===== config.mk =====
export PLATFORM = sky130hd
export DESIGN_NAME = pi_drive_ctrl
export DESIGN_NICKNAME = d
export VERILOG_FILES = /design/src/rtl/pi_ctrl_pkg.sv /design/src/rtl/pi_err_stage.sv /design/src/rtl/pi_integ_stage.sv /design/src/rtl/pi_out_stage.sv /design/src/rtl/pi_drive_ctrl.sv
export SDC_FILE = /design/constraint.sdc
export NUM_CORES = 1
export LEC_CHECK = 0
export CORE_UTILIZATION = 59
export CTS_BUF_LIST = sky130_fd_sc_hd__clkbuf_16
export DETAILED_ROUTE_END_ITERATION = 7
export DONT_BUFFER_PORTS = 1
export PLACE_DENSITY = 0.77
export SETUP_SLACK_MARGIN = 0.15
export SLEW_MARGIN = 20
export SYNTH_ARGS = -nofsm -noshare
export SYNTH_HDL_FRONTEND = slang
export SYNTH_SLANG_ARGS = --single-unit

===== constraint.sdc =====
create_clock -name clk -period 23.3 [get_ports clk]
set_input_delay 3.495 -clock clk [delete_from_list [all_inputs] [get_ports clk]]
set_output_delay 3.495 -clock clk [all_outputs]
set_load 0.02 [all_outputs]

===== src/rtl/pi_ctrl_pkg.sv =====
package pi_ctrl_pkg;

    // Integrator pacing states
    typedef enum logic [1:0] {
        IS_CLEAR = 2'd0,
        IS_SKIP  = 2'd1,
        IS_STEP  = 2'd2,
        IS_HOLD  = 2'd3
    } integ_state_t;

endpackage


===== src/rtl/pi_err_stage.sv =====
module pi_err_stage #(
    parameter int DW = 16,
    parameter int GW = 16
) (
    input  logic                 clk,
    input  logic                 rst_n,
    input  logic signed [DW-1:0] setpoint,
    input  logic signed [DW-1:0] field,
    input  logic                 fb_en,
    input  logic        [GW-1:0] kp,
    output logic signed [DW-1:0] scaled_q
);
    localparam int PW = DW + GW + 1;
    localparam logic signed [DW:0] HI = {2'b00, {(DW-1){1'b1}}};
    localparam logic signed [DW:0] LO = {2'b11, {(DW-1){1'b0}}};

    logic signed [DW:0]   diff;
    logic signed [DW-1:0] err_d;
    logic signed [DW-1:0] err_q;
    logic signed [GW:0]   kp_s;
    logic signed [PW-1:0] prod;

    always_comb begin
        diff = {setpoint[DW-1], setpoint} - {field[DW-1], field};
        if (diff > HI)
            err_d = HI[DW-1:0];
        else if (diff < LO)
            err_d = LO[DW-1:0];
        else
            err_d = diff[DW-1:0];
        if (!fb_en)
            err_d = '0;
    end

    always_ff @(posedge clk) begin
        if (!rst_n)
            err_q <= '0;
        else
            err_q <= err_d;
    end

    always_comb begin
        kp_s = $signed({1'b0, kp});
        prod = err_q * kp_s;
    end

    always_ff @(posedge clk) begin
        if (!rst_n)
            scaled_q <= '0;
        else
            scaled_q <= prod[GW+DW-1:GW];
    end


    fb_gate_chk: assert property (@(posedge clk) disable iff (!rst_n)
        !fb_en |=> (err_q == '0));


    kp_zero_chk: assert property (@(posedge clk) disable iff (!rst_n)
        (kp == '0) |=> (scaled_q == '0));

endmodule


===== src/rtl/pi_integ_stage.sv =====
module pi_integ_stage
    import pi_ctrl_pkg::*;
#(
    parameter int DW    = 16,
    parameter int GW    = 16,
    parameter int SHIFT = 5
) (
    input  logic                 clk,
    input  logic                 rst_n,
    input  logic signed [DW-1:0] scaled,
    input  logic        [GW-1:0] ki,
    input  logic                 fb_en,
    input  logic                 int_clr,
    output logic signed [DW-1:0] integ_term
);
    localparam int IW = DW + SHIFT;
    localparam int PW = DW + GW + 1;
    localparam logic signed [IW:0] AHI = {2'b00, {(IW-1){1'b1}}};
    localparam logic signed [IW:0] ALO = {2'b11, {(IW-1){1'b0}}};

    integ_state_t         state, state_nx;
    logic signed [IW-1:0] acc;
    logic signed [GW:0]   ki_s;
    logic signed [PW-1:0] prod;
    logic signed [DW-1:0] inc;
    logic signed [IW:0]   acc_sum;
    logic signed [IW-1:0] acc_sat;

    // Next-state selection
    always_comb begin
        state_nx = state;
        if (int_clr) begin
            state_nx = IS_CLEAR;
        end else if (!fb_en) begin
            state_nx = IS_HOLD;
        end else begin
            unique case (state)
                IS_CLEAR: state_nx = IS_SKIP;
                IS_HOLD:  state_nx = IS_SKIP;
                IS_SKIP:  state_nx = IS_STEP;
                IS_STEP:  state_nx = IS_SKIP;
                default:  state_nx = IS_CLEAR;
            endcase
        end
    end

    // State register
    always_ff @(posedge clk) begin
        if (!rst_n)
            state <= IS_CLEAR;
        else
            state <= state_nx;
    end

    // Step arithmetic
    always_comb begin
        ki_s    = $signed({1'b0, ki});
        prod    = scaled * ki_s;
        inc     = prod[GW+DW-1:GW];
        acc_sum = {acc[IW-1], acc} + {{(IW+1-DW){inc[DW-1]}}, inc};
        if (acc_sum > AHI)
            acc_sat = AHI[IW-1:0];
        else if (acc_sum < ALO)
            acc_sat = ALO[IW-1:0];
        else
            acc_sat = acc_sum[IW-1:0];
    end

    // Output process: accumulator driven by state
    always_ff @(posedge clk) begin
        if (!rst_n) begin
            acc <= '0;
        end else if (int_clr) begin
            acc <= '0;
        end else begin
            unique case (state)
                IS_CLEAR: acc <= '0;
                IS_STEP:  if (fb_en) acc <= acc_sat;
                IS_SKIP:  acc <= acc;
                IS_HOLD:  acc <= acc;
                default:  acc <= acc;
            endcase
        end
    end

    assign integ_term = acc[IW-1:SHIFT];


    clr_zero_chk: assert property (@(posedge clk) disable iff (!rst_n)
        int_clr |=> (acc == '0));


    hold_stable_chk: assert property (@(posedge clk) disable iff (!rst_n)
        (!fb_en && !int_clr && state != IS_CLEAR) |=> $stable(acc));


    skip_stable_chk: assert property (@(posedge clk) disable iff (!rst_n)
        (state == IS_SKIP && !int_clr) |=> $stable(acc));


    alternate_chk: assert property (@(posedge clk) disable iff (!rst_n)
        (state == IS_STEP && fb_en && !int_clr) |=> (state == IS_SKIP));


    no_wrap_pos_chk: assert property (@(posedge clk) disable iff (!rst_n)
        (state == IS_STEP && fb_en && !int_clr && !acc[IW-1] && !inc[DW-1])
        |=> !acc[IW-1]);


    no_wrap_neg_chk: assert property (@(posedge clk) disable iff (!rst_n)
        (state == IS_STEP && fb_en && !int_clr && acc[IW-1] && inc[DW-1])
        |=> acc[IW-1]);

endmodule


===== src/rtl/pi_out_stage.sv =====
module pi_out_stage #(
    parameter int DW = 16
) (
    input  logic                 clk,
    input  logic                 rst_n,
    input  logic signed [DW-1:0] scaled,
    input  logic signed [DW-1:0] integ_term,
    input  logic signed [DW-1:0] ff_in,
    input  logic signed [DW-1:0] exc_in,
    output logic signed [DW-1:0] drive
);
    localparam int SW = DW + 2;
    localparam logic signed [SW-1:0] OHI = {3'b000, {(DW-1){1'b1}}};
    localparam logic signed [SW-1:0] OLO = {3'b111, {(DW-1){1'b0}}};

    logic signed [DW-1:0] prop;
    logic signed [SW-1:0] total;
    logic signed [DW-1:0] drive_d;

    always_comb begin
        prop  = scaled >>> 1;
        total = {{2{prop[DW-1]}}, prop}
              + {{2{integ_term[DW-1]}}, integ_term}
              + {{2{ff_in[DW-1]}}, ff_in}
              + {{2{exc_in[DW-1]}}, exc_in};
        if (total > OHI)
            drive_d = OHI[DW-1:0];
        else if (total < OLO)
            drive_d = OLO[DW-1:0];
        else
            drive_d = total[DW-1:0];
    end

    always_ff @(posedge clk) begin
        if (!rst_n)
            drive <= '0;
        else
            drive <= drive_d;
    end


    no_overflow_chk: assert property (@(posedge clk) disable iff (!rst_n)
        (!prop[DW-1] && !integ_term[DW-1] && !ff_in[DW-1] && !exc_in[DW-1])
        |=> !drive[DW-1]);


    no_underflow_chk: assert property (@(posedge clk) disable iff (!rst_n)
        (prop[DW-1] && integ_term[DW-1] && ff_in[DW-1] && exc_in[DW-1])
        |=> drive[DW-1]);

endmodule


===== src/rtl/pi_drive_ctrl.sv =====
module pi_drive_ctrl #(
    parameter int DW    = 16,
    parameter int GW    = 16,
    parameter int SHIFT = 5
) (
    input  logic                 clk,
    input  logic                 rst_n,
    input  logic signed [DW-1:0] setpoint,
    input  logic signed [DW-1:0] field,
    input  logic                 fb_en,
    input  logic        [GW-1:0] kp,
    input  logic        [GW-1:0] ki,
    input  logic                 int_clr,
    input  logic signed [DW-1:0] ff_in,
    input  logic signed [DW-1:0] exc_in,
    output logic signed [DW-1:0] drive
);
    logic signed [DW-1:0] scaled;
    logic signed [DW-1:0] integ_term;

    pi_err_stage #(.DW(DW), .GW(GW)) u_err (
        .clk      (clk),
        .rst_n    (rst_n),
        .setpoint (setpoint),
        .field    (field),
        .fb_en    (fb_en),
        .kp       (kp),
        .scaled_q (scaled)
    );

    pi_integ_stage #(.DW(DW), .GW(GW), .SHIFT(SHIFT)) u_integ (
        .clk        (clk),
        .rst_n      (rst_n),
        .scaled     (scaled),
        .ki         (ki),
        .fb_en      (fb_en),
        .int_clr    (int_clr),
        .integ_term (integ_term)
    );

    pi_out_stage #(.DW(DW)) u_out (
        .clk        (clk),
        .rst_n      (rst_n),
        .scaled     (scaled),
        .integ_term (integ_term),
        .ff_in      (ff_in),
        .exc_in     (exc_in),
        .drive      (drive)
    );


    reset_zero_chk: assert property (@(posedge clk)
        !rst_n |=> (drive == '0));

endmodule


Word-level counts from Yosys, hierarchy flattened
Index checks and enable logic that the tools add are counted.
- register bits after elaboration: 71
- input port bits: 100
- output and inout bits: 16
- word-level logic and storage cells: 45
- add/subtract/negate cells: 5
- $mul: 2
- $lt $le $gt $ge: 6
- equality and inequality tests: 4
- multiplexer cells: 10
- bitwise operators: 3
- reductions and logical operators: 8
- operators with widths (operator ; count):
    16-bit by 17-bit multiplier with 32-bit output ; 2
    21-bit two-way mux ; 3
    21-bit case mux with 2 select lines ; 1
    18-bit adder ; 2
    16-bit two-way mux ; 2
    15-bit two-way mux ; 2
    21-bit by 16-bit adder with 22-bit output ; 1
    22-bit by 21-bit > comparator with 1-bit output, second input constant ; 1
    22-bit by 21-bit < comparator with 1-bit output, second input constant ; 1
    18-bit by 16-bit > comparator with 1-bit output, second input constant ; 1
    18-bit by 16-bit < comparator with 1-bit output, second input constant ; 1
    15-bit by 16-bit adder with 17-bit output ; 1
    17-bit by 16-bit > comparator with 1-bit output, second input constant ; 1
    17-bit by 16-bit < comparator with 1-bit output, second input constant ; 1
    16-bit by 16-bit subtractor with 17-bit output ; 1
    2-bit OR reduction ; 3
    3-bit OR reduction ; 2
    2-bit equality test, second input constant ; 2
    2-bit case mux with 2 select lines ; 1
    2-bit AND reduction ; 2
    1-bit inverter ; 3
    2-bit by 1-bit equality test with 1-bit output, second input constant ; 1
    2-bit logical NOT ; 1
    2-bit two-way mux ; 1
    2-bit != test, second input constant ; 1

Depth between registers and ports, before layout
Gate-level depths: netlist of the first run.
- word-level depth: 7
- depth in mapped cells: 35
- mapped depth without buffers: 32

By module
Synthesis of the first run repeated with hierarchy kept, for this count alone.
- cells, all modules: 2571
- area total of the unflattened synthesis: 22437.8 um^2
- modules (own cells, without submodules) (module ; times used ; cells an instance ; area each (um^2) ; seq. area each (um^2)):
    pi_integ_stage ; 1 ; 1179 ; 10148.5 ; 460.4
    pi_err_stage ; 1 ; 1136 ; 10040.9 ; 640.6
    pi_out_stage ; 1 ; 256 ; 2248.4 ; 320.3

Worst setup path before layout of the first run
OpenSTA, ideal clock, no wires.
- kind: in2reg
- start point: in ki[10]
- end point: reg u_integ.acc[14]
- setup time: 0.074 ns
- arrival: 11.239 ns
- required time: 23.226 ns
- slack: 11.987 ns
- stages: 32
- buffers on the path: 2
- cells stage by stage: clkbuf_1 nand2_1 fa_1 fa_1 fa_1 fa_1 inv_1 fa_1 inv_1 fa_1 inv_1 ha_1 a21oi_1 o21ai_0 a22o_1 a21o_1 o21ai_0 a2111oi_2 o21a_1 a311o_1 xnor2_1 ha_1 a21o_1 a21o_1 a21oi_1 mux2i_1 o21a_1 o211ai_1 nor2_1 nand3_1 buf_2 a31oi_1
- word-level cells in the longest chain between the ends: 7
- elaborated cells between the ends (all ways): 8
- those cells by class: add/sub (1); mul (1); order compare (2); mux (4)
- ends and longest elaborated chain (what ; line ; source):
    start: declaration ; pi_drive_ctrl.sv:12 ; input logic [GW-1:0] ki,
    16-bit by 17-bit multiplier with 32-bit output (*) ; pi_integ_stage.sv:58 ; prod = scaled * ki_s;
    21-bit by 16-bit adder with 22-bit output (*) ; pi_integ_stage.sv:60 ; acc_sum = {acc[IW-1], acc} + {{(IW+1-DW){inc[DW-1]}}, inc};
    22-bit by 21-bit < comparator with 1-bit output ; pi_integ_stage.sv:63 ; else if (acc_sum < ALO)
    21-bit two-way mux ; pi_integ_stage.sv:63 ;
    21-bit two-way mux (*) ; pi_integ_stage.sv:61 ; if (acc_sum > AHI)
    21-bit two-way mux (*) ; pi_integ_stage.sv:78 ; IS_STEP: if (fb_en) acc <= acc_sat;
    21-bit case mux with 2 select lines (*) ; pi_integ_stage.sv:76 ; unique case (state)
    end signal: assignment ; pi_integ_stage.sv:78 ;
    end: declaration ; pi_integ_stage.sv:22 ; logic signed [IW-1:0] acc;
Mark *: on every way between the ends. The rest lies on a longest branch, timed or not. The select of a mux whose other input is x is not followed.
A chain may end at the register's enable or synchronous reset.

Final worst setup path of the first run
- start point: in ki[7]
- end point: reg u_integ.acc[4]
Same word-level chain as after synthesis.

==> summary.txt, run 1 <==
Status: finished clean
H-Tree Depth: 3
Async S/R FF share, synth: 0%
Worst-Margin Slew: 0.990 ns
CTS Buf Count: 9
Nets: 3303
Setup CP Type: in2reg
WL/cell: 16.6 um
Critical path fanouts, max: 18
Worst skew pair latency: 0.36 ns
Total power: 3110 uW
Seq/Total Area, Yosys: 6.40%
Yosys cell types: 75
Number of flops mapped to enable cells by yosys: 0
RePlAce Congestion: 0.918
First-pass GRT wire length: 83.2 mm
Worst EP required: 23.56 ns
Largest net degree at the start of global routing: 24
Power density cells: 136 nW/um2
Post-route DRC: 0
# Post-CTS Setup Buffers: 0
Core ar.: 36900 um2
Seq cells post-synth: 71
Layout cells sized above 1: 1.80%
Die Ht: 196 um
Final WL: 49.9 mm
Row cnt: 70
Area Overhead vs Synth: 2.83%
Clk slew on worst S/H paths: 0.06 ns
Clock sink count: 71
Final Hold Vio Count: 0
CP Data Arrival Time: 12.28 ns
Via count: 16700
Max VDD drop: 0.158 mV
Max-slew headroom: 33.9%
Max Buffers Root-to-Sink: 2
Slew Limit Fails: 0
Initial Utilization: 60.3%
Finish-stage setup viols: 0
Hold Crit Class: reg2reg
PortBufs: 0
Synth Flop Type: dfxtp_1
Gate Count Post-Synth: 2563
CP Capture Type: flop
Initial antenna violation count: 1
Most common cell on crit path: fa_1
Width of the die: 196 um
Highest-delay cell along the critical path: xnor2_1
TritonCTS clock tree: done
Crit path max-delay family: adder cells
P_leak: 0.0120 uW
Tcrit/Tclk final: 51.6%
Syn_area_per_cell: 8.67 um2
HPWL Detailed: 41.6 mm
Drt pass-1 iters: 5
Initial DRC Count: 770
Setup crit start kind: primary input
Root Buffer: clkbuf_16
Die area: 38400 um2
Worst path max stage delay: 0.72 ns
GR Util All Layers: 27.1%
Hold Buf Count CTS: 0
Setup_tns: 0 ns
Maxcap violations: 0
IO Pins: 116
Fin crit period: 12.02 ns
Avg Vias per Cell: 5.55
Warnings, synthesis: 0
Vias in the first global route: 17600
Final ANT Viol Nets: 0
CP bufs+invs: 4
Overflow after GRT: 0
Resize count post-CTS: 0
Syn nets: 3369
Mapped Area: 22200 um2
F_max: 83.2 MHz
RSZ-0062 raised after global routing: false
Setup Skew: 0.00841 ns
metal layers:
| metal | track usage, % | wire, um | up-vias |
|---|---|---|---|
| met2 | 49.1 | 25500 | 505 |
| li1 | - | - | 7729 |
| met3 | 4.52 | 2760 | 91 |
| met1 | 32.7 | 20300 | 8364 |
| met4 | 8.19 | 1280 | 0 |
| met5 | 0 | 0 | - |
layout make-up:
class | count | area [um2]
Sequential cell | 71 | 1420
Timing Repair Buffer | 6 | 45.0
Fill cell | 3118 | 14000
Inverter | 585 | 2200
Tap cell | 504 | 631
Clock inverter | 6 | 55.1
Clock buffer | 9 | 225
Multi-Input combinational cell | 1824 | 18300
Antenna cell | 1 | 2.50
path summary, 6_finish.rpt:
kind	startpoint	cells after the start	slack [ns]	end
max reg2reg	u_err.scaled_q[7]$_SDFF_PN0_	31	13.40	u_integ.acc[4]$_SDFFE_PP0P_
min	u_integ.acc[2]$_SDFFE_PP0P_	2	0.47	u_integ.acc[2]$_SDFFE_PP0P_
max	ki[7]	31	11.28	u_integ.acc[4]$_SDFFE_PP0P_
min reg2reg	u_integ.acc[2]$_SDFFE_PP0P_	2	0.47	u_integ.acc[2]$_SDFFE_PP0P_
power by group:
| part | internal [uW] | switching (uW) | leakage (uW) |
|---|---|---|---|
| clock | 81.0 | 54.1 | 0.000144 |
| sequential | 154 | 87.4 | 0.000584 |
| combinational | 1170 | 1560 | 0.0113 |
| total | 1410 | 1700 | 0.0120 |
through the flow:
stage,hold slack (ns),utilization (%),std cells,setup slack [ns],area [um2]
2_1_floorplan,0.436,-,2563,11.99,22200
3_3_place_gp,0.459,61.2,2990,11.29,22600
3_5_place_dp,0.458,61.2,2990,10.97,22600
4_1_cts,0.468,62.0,3005,11.33,22800
5_1_grt,0.504,62.0,3006,10.82,22800
6_report,0.468,62.0,3006,11.28,22800
flip-flops by register name (all words and copies together) (netlist names):
signal,cells
u_integ.acc,21
u_err.err_q,16
u_out.drive,16
u_err.scaled_q,16
u_integ.state,2
cells in the final DEF (no fill, tap or decap), types with 5 or more instances in the layout:
cell type,n
a211o_1,7
ha_1,299
and2_1,220
inv_1,586
nand2_1,346
o21a_1,13
a21oi_1,74
a211oi_1,11
dfxtp_1,71
clkbuf_16,9
nand2b_1,33
nor2_1,55
and3_1,5
nor2b_1,7
a31oi_1,28
a21o_1,52
fa_1,407
and4_1,5
o21bai_1,13
xnor2_1,53
o21ai_0,43
nor3_1,16
xor2_1,35
buf_4,6
nand3_1,20
nand4_1,9
a21oi_2,5
synthesized netlist by cell type (all sizes together) (3+ instances only):
master  instances  area, um2
nor3           16       80.1
a211o           7       61.3
nand4           9       56.3
and3b           3       26.3
o21ai          49        260
nor2b           7       43.8
dfxtp          71       1420
ha            299       3740
inv           584       2190
a31o            3       26.3
o21bai         13       97.6
xnor2          53        464
o211ai          3       22.5
xor2           35        307
clkbuf         75        282
and4            5       43.8
nand3          20        100
nand2b         33        206
a41oi           3       26.3
and2          220       1380
nor2           55        206
o31ai           4       30.0
a21o           53        399
a21oi          79        414
a211oi         11       82.6
fa            407       8150
a21boi          6       48.8
and3            5       31.3
a31oi          28        175
buf             8       47.5
nand2         346       1300
o21a           13       97.6
cells by family after synthesis:
kind of cell	Yosys count	share of synthesized area, %
multiplexers	2	0.0957
AND/OR/NAND/NOR	729	16.0
AO/OA/AOI/OAI	299	9.17
XOR/XNOR	88	3.47
adder cells (fa/ha/maj)	706	53.5
flip-flops	71	6.40
buffers and inverters	668	11.4
tightest hold or removal path: stages, from the launching register on:
cell and delay, ns:
dfxtp_1 0.31, nand2_1 0.06, a21oi_1 0.05
(Power assumes the default switching activity.)
==> run 2: changes to the inputs <==
Settings changed: ABC_AREA from default to 1.
Clock period 23.3 ns to 12.5 ns, I/O delays scaled along.
==> run 2 against run 1 <==
Synthesized cell count increased by 32%. Cell area increased by 9.3%. Area after synthesis increased by 9.7%. Final cell count increased by 27%. Routed wire length increased by 22%. Die area increased by 9.6%. Sequential share of layout area decreased by 0.53 points. Combinational power increased by 130%. Utilization decreased by 0.80 points. Setup slack got worse by 7.5 ns. Critical path depth increased by 2. Critical path type unchanged. Largest cell class unchanged. Largest power group unchanged.
==> summary.txt, run 2 <==
Finish-stage setup viols: 0 (unchanged)
Root Buffer: clkbuf_16 (unchanged)
CP Data Arrival Time: 8.90 ns (was 12.28 ns)
Worst path max stage delay: 0.68 ns (was 0.72 ns)
Synth Flop Type: dfxtp_1 (unchanged)
Commonest cells after routing, fill and taps aside: inv_1, nand2_1, fa_1, ha_1, a21oi_1 (was inv_1, fa_1, nand2_1, ha_1, and2_1)
Nets: 4088 (was 3303)
Adder-cell share of the synthesized area: 48.8% (was 53.5%)
Fin crit period: 8.71 ns
Highest-delay cell along the critical path: xor2_1 (was xnor2_1)
Mux cell area share after synthesis: 0% (was 0.0957%)
Largest register FFs: 21 (unchanged)
Setup Skew: 0.00763 ns (was 0.00841 ns)
Simple logic cell fraction of the synthesized area: 20.2% (was 16.0%)
CTS Buf Count: 9 (unchanged)
Worst skew pair latency: 0.34 ns (was 0.36 ns)
RSZ-0062 raised after global routing: false (unchanged)
Mapped Area: 24400 um2 (was 22200 um2)
Hold Buf Count CTS: 0 (unchanged)
Yosys cell types: 45 (was 75)
Final Util: 61.2% (was 62.0%)
P_leak: 0.0148 uW (was 0.0120 uW)
Switching power: 4200 uW (was 1700 uW)
Final Instance Area: 25000 um2 (was 22800 um2)
Most common cell on crit path: nand2_1 (was fa_1)
Final setup margin: 3.79 ns (was 11.28 ns)
Maxcap violations: 0 (unchanged)
Overflow after GRT: 0 (unchanged)
Clock sink count: 71 (unchanged)
Compound-gate portion of the synthesized area: 6.55% (was 9.17%)
Worst-Margin Slew: 1.08 ns (was 0.990 ns)
Syn_area_per_cell: 7.22 um2 (was 8.67 um2)
Dpl ws: 3.51 ns (was 10.97 ns)
# Post-CTS Setup Buffers: 0 (unchanged)
Seq. cell area: 1420 um2 (unchanged)
Area leader, netlist: fa_1 (unchanged)
Most common library cells after synthesis: inv_1, nand2_1, fa_1 (was inv_1, fa_1, nand2_1)
H-Tree Depth: 3 (unchanged)
Critical path fanouts, max: 18 (unchanged)
Fillcell total: 3693 (was 3118)
Hold Crit Class: reg2reg (unchanged)
Post-synth top area share: 33.4% (was 36.7%)
F_max: 115 MHz
Max VDD drop: 0.326 mV (was 0.158 mV)
Async S/R FF share, synth: 0% (unchanged)
Most frequent cell after synthesis: inv_1 (unchanged)
Reg power frac: 6.1% (was 7.7%)
Sw frac: 60.8% (was 54.7%)
Number of flops mapped to enable cells by yosys: 0 (unchanged)
Setup crit start kind: primary input (unchanged)
Core ar.: 40800 um2 (was 36900 um2)
Clk slew on worst S/H paths: 0.06 ns (about the same)
Drt pass-1 iters: 6 (was 5)
Number of diodes: 0 (was 1)
Combinational family with the most area after synthesis: adder cells (unchanged)
Layout cells sized above 1: 2.74% (was 1.80%)
Seq cells post-synth: 71 (unchanged)
Initial Utilization: 59.7% (was 60.3%)
Post-Synth XOR/XNOR Area: 2.87% (was 3.47%)
IO Pins: 116 (unchanged)
Commonest non-fill, non-tap cell in the layout: inv_1 (unchanged)
Combinational share of power: 90.1% (was 87.9%)
First-pass GRT wire length: 101 mm (was 83.2 mm)
Die area: 42100 um2 (was 38400 um2)
Vias in the first global route: 20900 (was 17600)
Biggest register: u_integ.acc (unchanged)
Initial antenna violation count: 0 (was 1)
Largest net degree at the start of global routing: 31 (was 24)
Setup_tns: 0 ns (unchanged)
Resize count post-CTS: 0 (unchanged)
TritonCTS clock tree: done (unchanged)
GR Util All Layers: 30.3% (was 27.1%)
Via count: 20400 (was 16700)
Placed Instance Area: 24700 um2 (was 22600 um2)
PortBufs: 0 (unchanged)
CP Capture Type: flop (unchanged)
RePlAce Congestion: 0.960 (was 0.918)
Power density cells: 276 nW/um2 (was 136 nW/um2)
Syn nets: 4180 (was 3369)
Die Ht: 205 um (was 196 um)
Warnings, synthesis: 0 (unchanged)
Tcrit/Tclk final: 69.7%
Gate Count Post-Synth: 3374 (was 2563)
Width of the die: 205 um (was 196 um)
Final WL: 60.9 mm (was 49.9 mm)
Final ANT Viol Nets: 0 (unchanged)
Setup CP Type: in2reg (unchanged)
Clock share of power: 3.8% (was 4.3%)
P_int: 2710 uW (was 1410 uW)
Multi-input logic area: 19100 um2 (was 18300 um2)
Avg Vias per Cell: 5.35 (was 5.55)
Area Overhead vs Synth: 2.44% (was 2.83%)
Post-route DRC: 0 (unchanged)
Seq/Total Area, Yosys: 5.83% (was 6.40%)
Slew Limit Fails: 0 (unchanged)
HPWL Detailed: 51.7 mm (was 41.6 mm)
Final Hold Vio Count: 0 (unchanged)
Largest cells by area after synthesis: fa_1, ha_1, inv_1 (unchanged)
Worst EP required: 12.69 ns (was 23.56 ns)
Max Buffers Root-to-Sink: 2 (unchanged)
Initial DRC Count: 1446 (was 770)
Row cnt: 74 (was 70)
Max-slew headroom: 27.8% (was 33.9%)
Status: finished clean (unchanged)
WL/cell: 15.9 um (was 16.6 um)
-- run 2: power by group through the flow --
stage	logic, uW	registers, uW	clock network, uW
floorplan	4650	339	0
global placement	6090	419	0
detailed placement	6140	421	0
CTS	6220	418	266
global route	7100	429	277
finish	6220	423	261
-- run 2: worst paths after layout --
| check | slack, ns | endpoint | startpoint | cells past startpoint |
|---|---|---|---|---|
| worst max-delay path | 3.79 | u_integ.acc[3]$_SDFFE_PP0P_ | ki[7] | 33 |
| worst min-delay path | 0.49 | u_integ.state[1]$_SDFF_PP0_ | u_integ.state[0]$_SDFF_PP0_ | 2 |
| worst max register to register | 4.28 | u_integ.acc[3]$_SDFFE_PP0P_ | u_err.scaled_q[5]$_SDFF_PN0_ | 33 |
| worst min register to register | 0.49 | u_integ.state[1]$_SDFF_PP0_ | u_integ.state[0]$_SDFF_PP0_ | 2 |
-- run 2: layout make-up --
| class | count | share of cell area, % |
|---|---|---|
| clock buffer | 9 | 0.902 |
| clock inverter | 7 | 0.316 |
| inverter | 908 | 13.6 |
| multi-input combinational | 2282 | 76.5 |
| sequential | 71 | 5.69 |
| tap | 532 | 2.67 |
| timing repair buffer | 10 | 0.301 |
-- run 2: kinds of logic (layout without fill, tap and decap cells) --
| family | Yosys count | count (layout) |
|---|---|---|
| buf+inv | 1021 | 934 |
| compound gates | 290 | 290 |
| flops | 71 | 71 |
| xor+xnor | 80 | 80 |
| fa+ha+maj | 706 | 706 |
| simple gates | 1206 | 1206 |
-- run 2: critical path: cells and delay by family --
family,cells,cell delay [ns]
adder cells (fa/ha/maj),8,3.71
XOR/XNOR,1,0.68
AO/OA/AOI/OAI,4,0.81
buffers and inverters,5,0.27
AND/OR/NAND/NOR,15,1.53
-- run 2: layer usage --
| metal | vias up | track usage (%) | share of wire, % |
|---|---|---|---|
| li1 | 9730 | - | - |
| met3 | 109 | 4.99 | 7.7 |
| met2 | 792 | 50.1 | 47 |
| met1 | 9812 | 40.8 | 43 |
| met4 | 0 | 9.05 | 2.5 |
| met5 | - | 0 | 0 |
-- run 2: per-stage QoR --
| stage | total power (uW) | std cells | hold WS [ns] |
|---|---|---|---|
| 3_5_place_dp | 6560 | 3803 | 0.486 |
| 4_1_cts | 6900 | 3819 | 0.498 |
| 2_1_floorplan | 4980 | 3374 | 0.450 |
| 6_report | 6900 | 3819 | 0.494 |
| 5_1_grt | 7800 | 3819 | 0.524 |
| 3_3_place_gp | 6510 | 3803 | 0.467 |
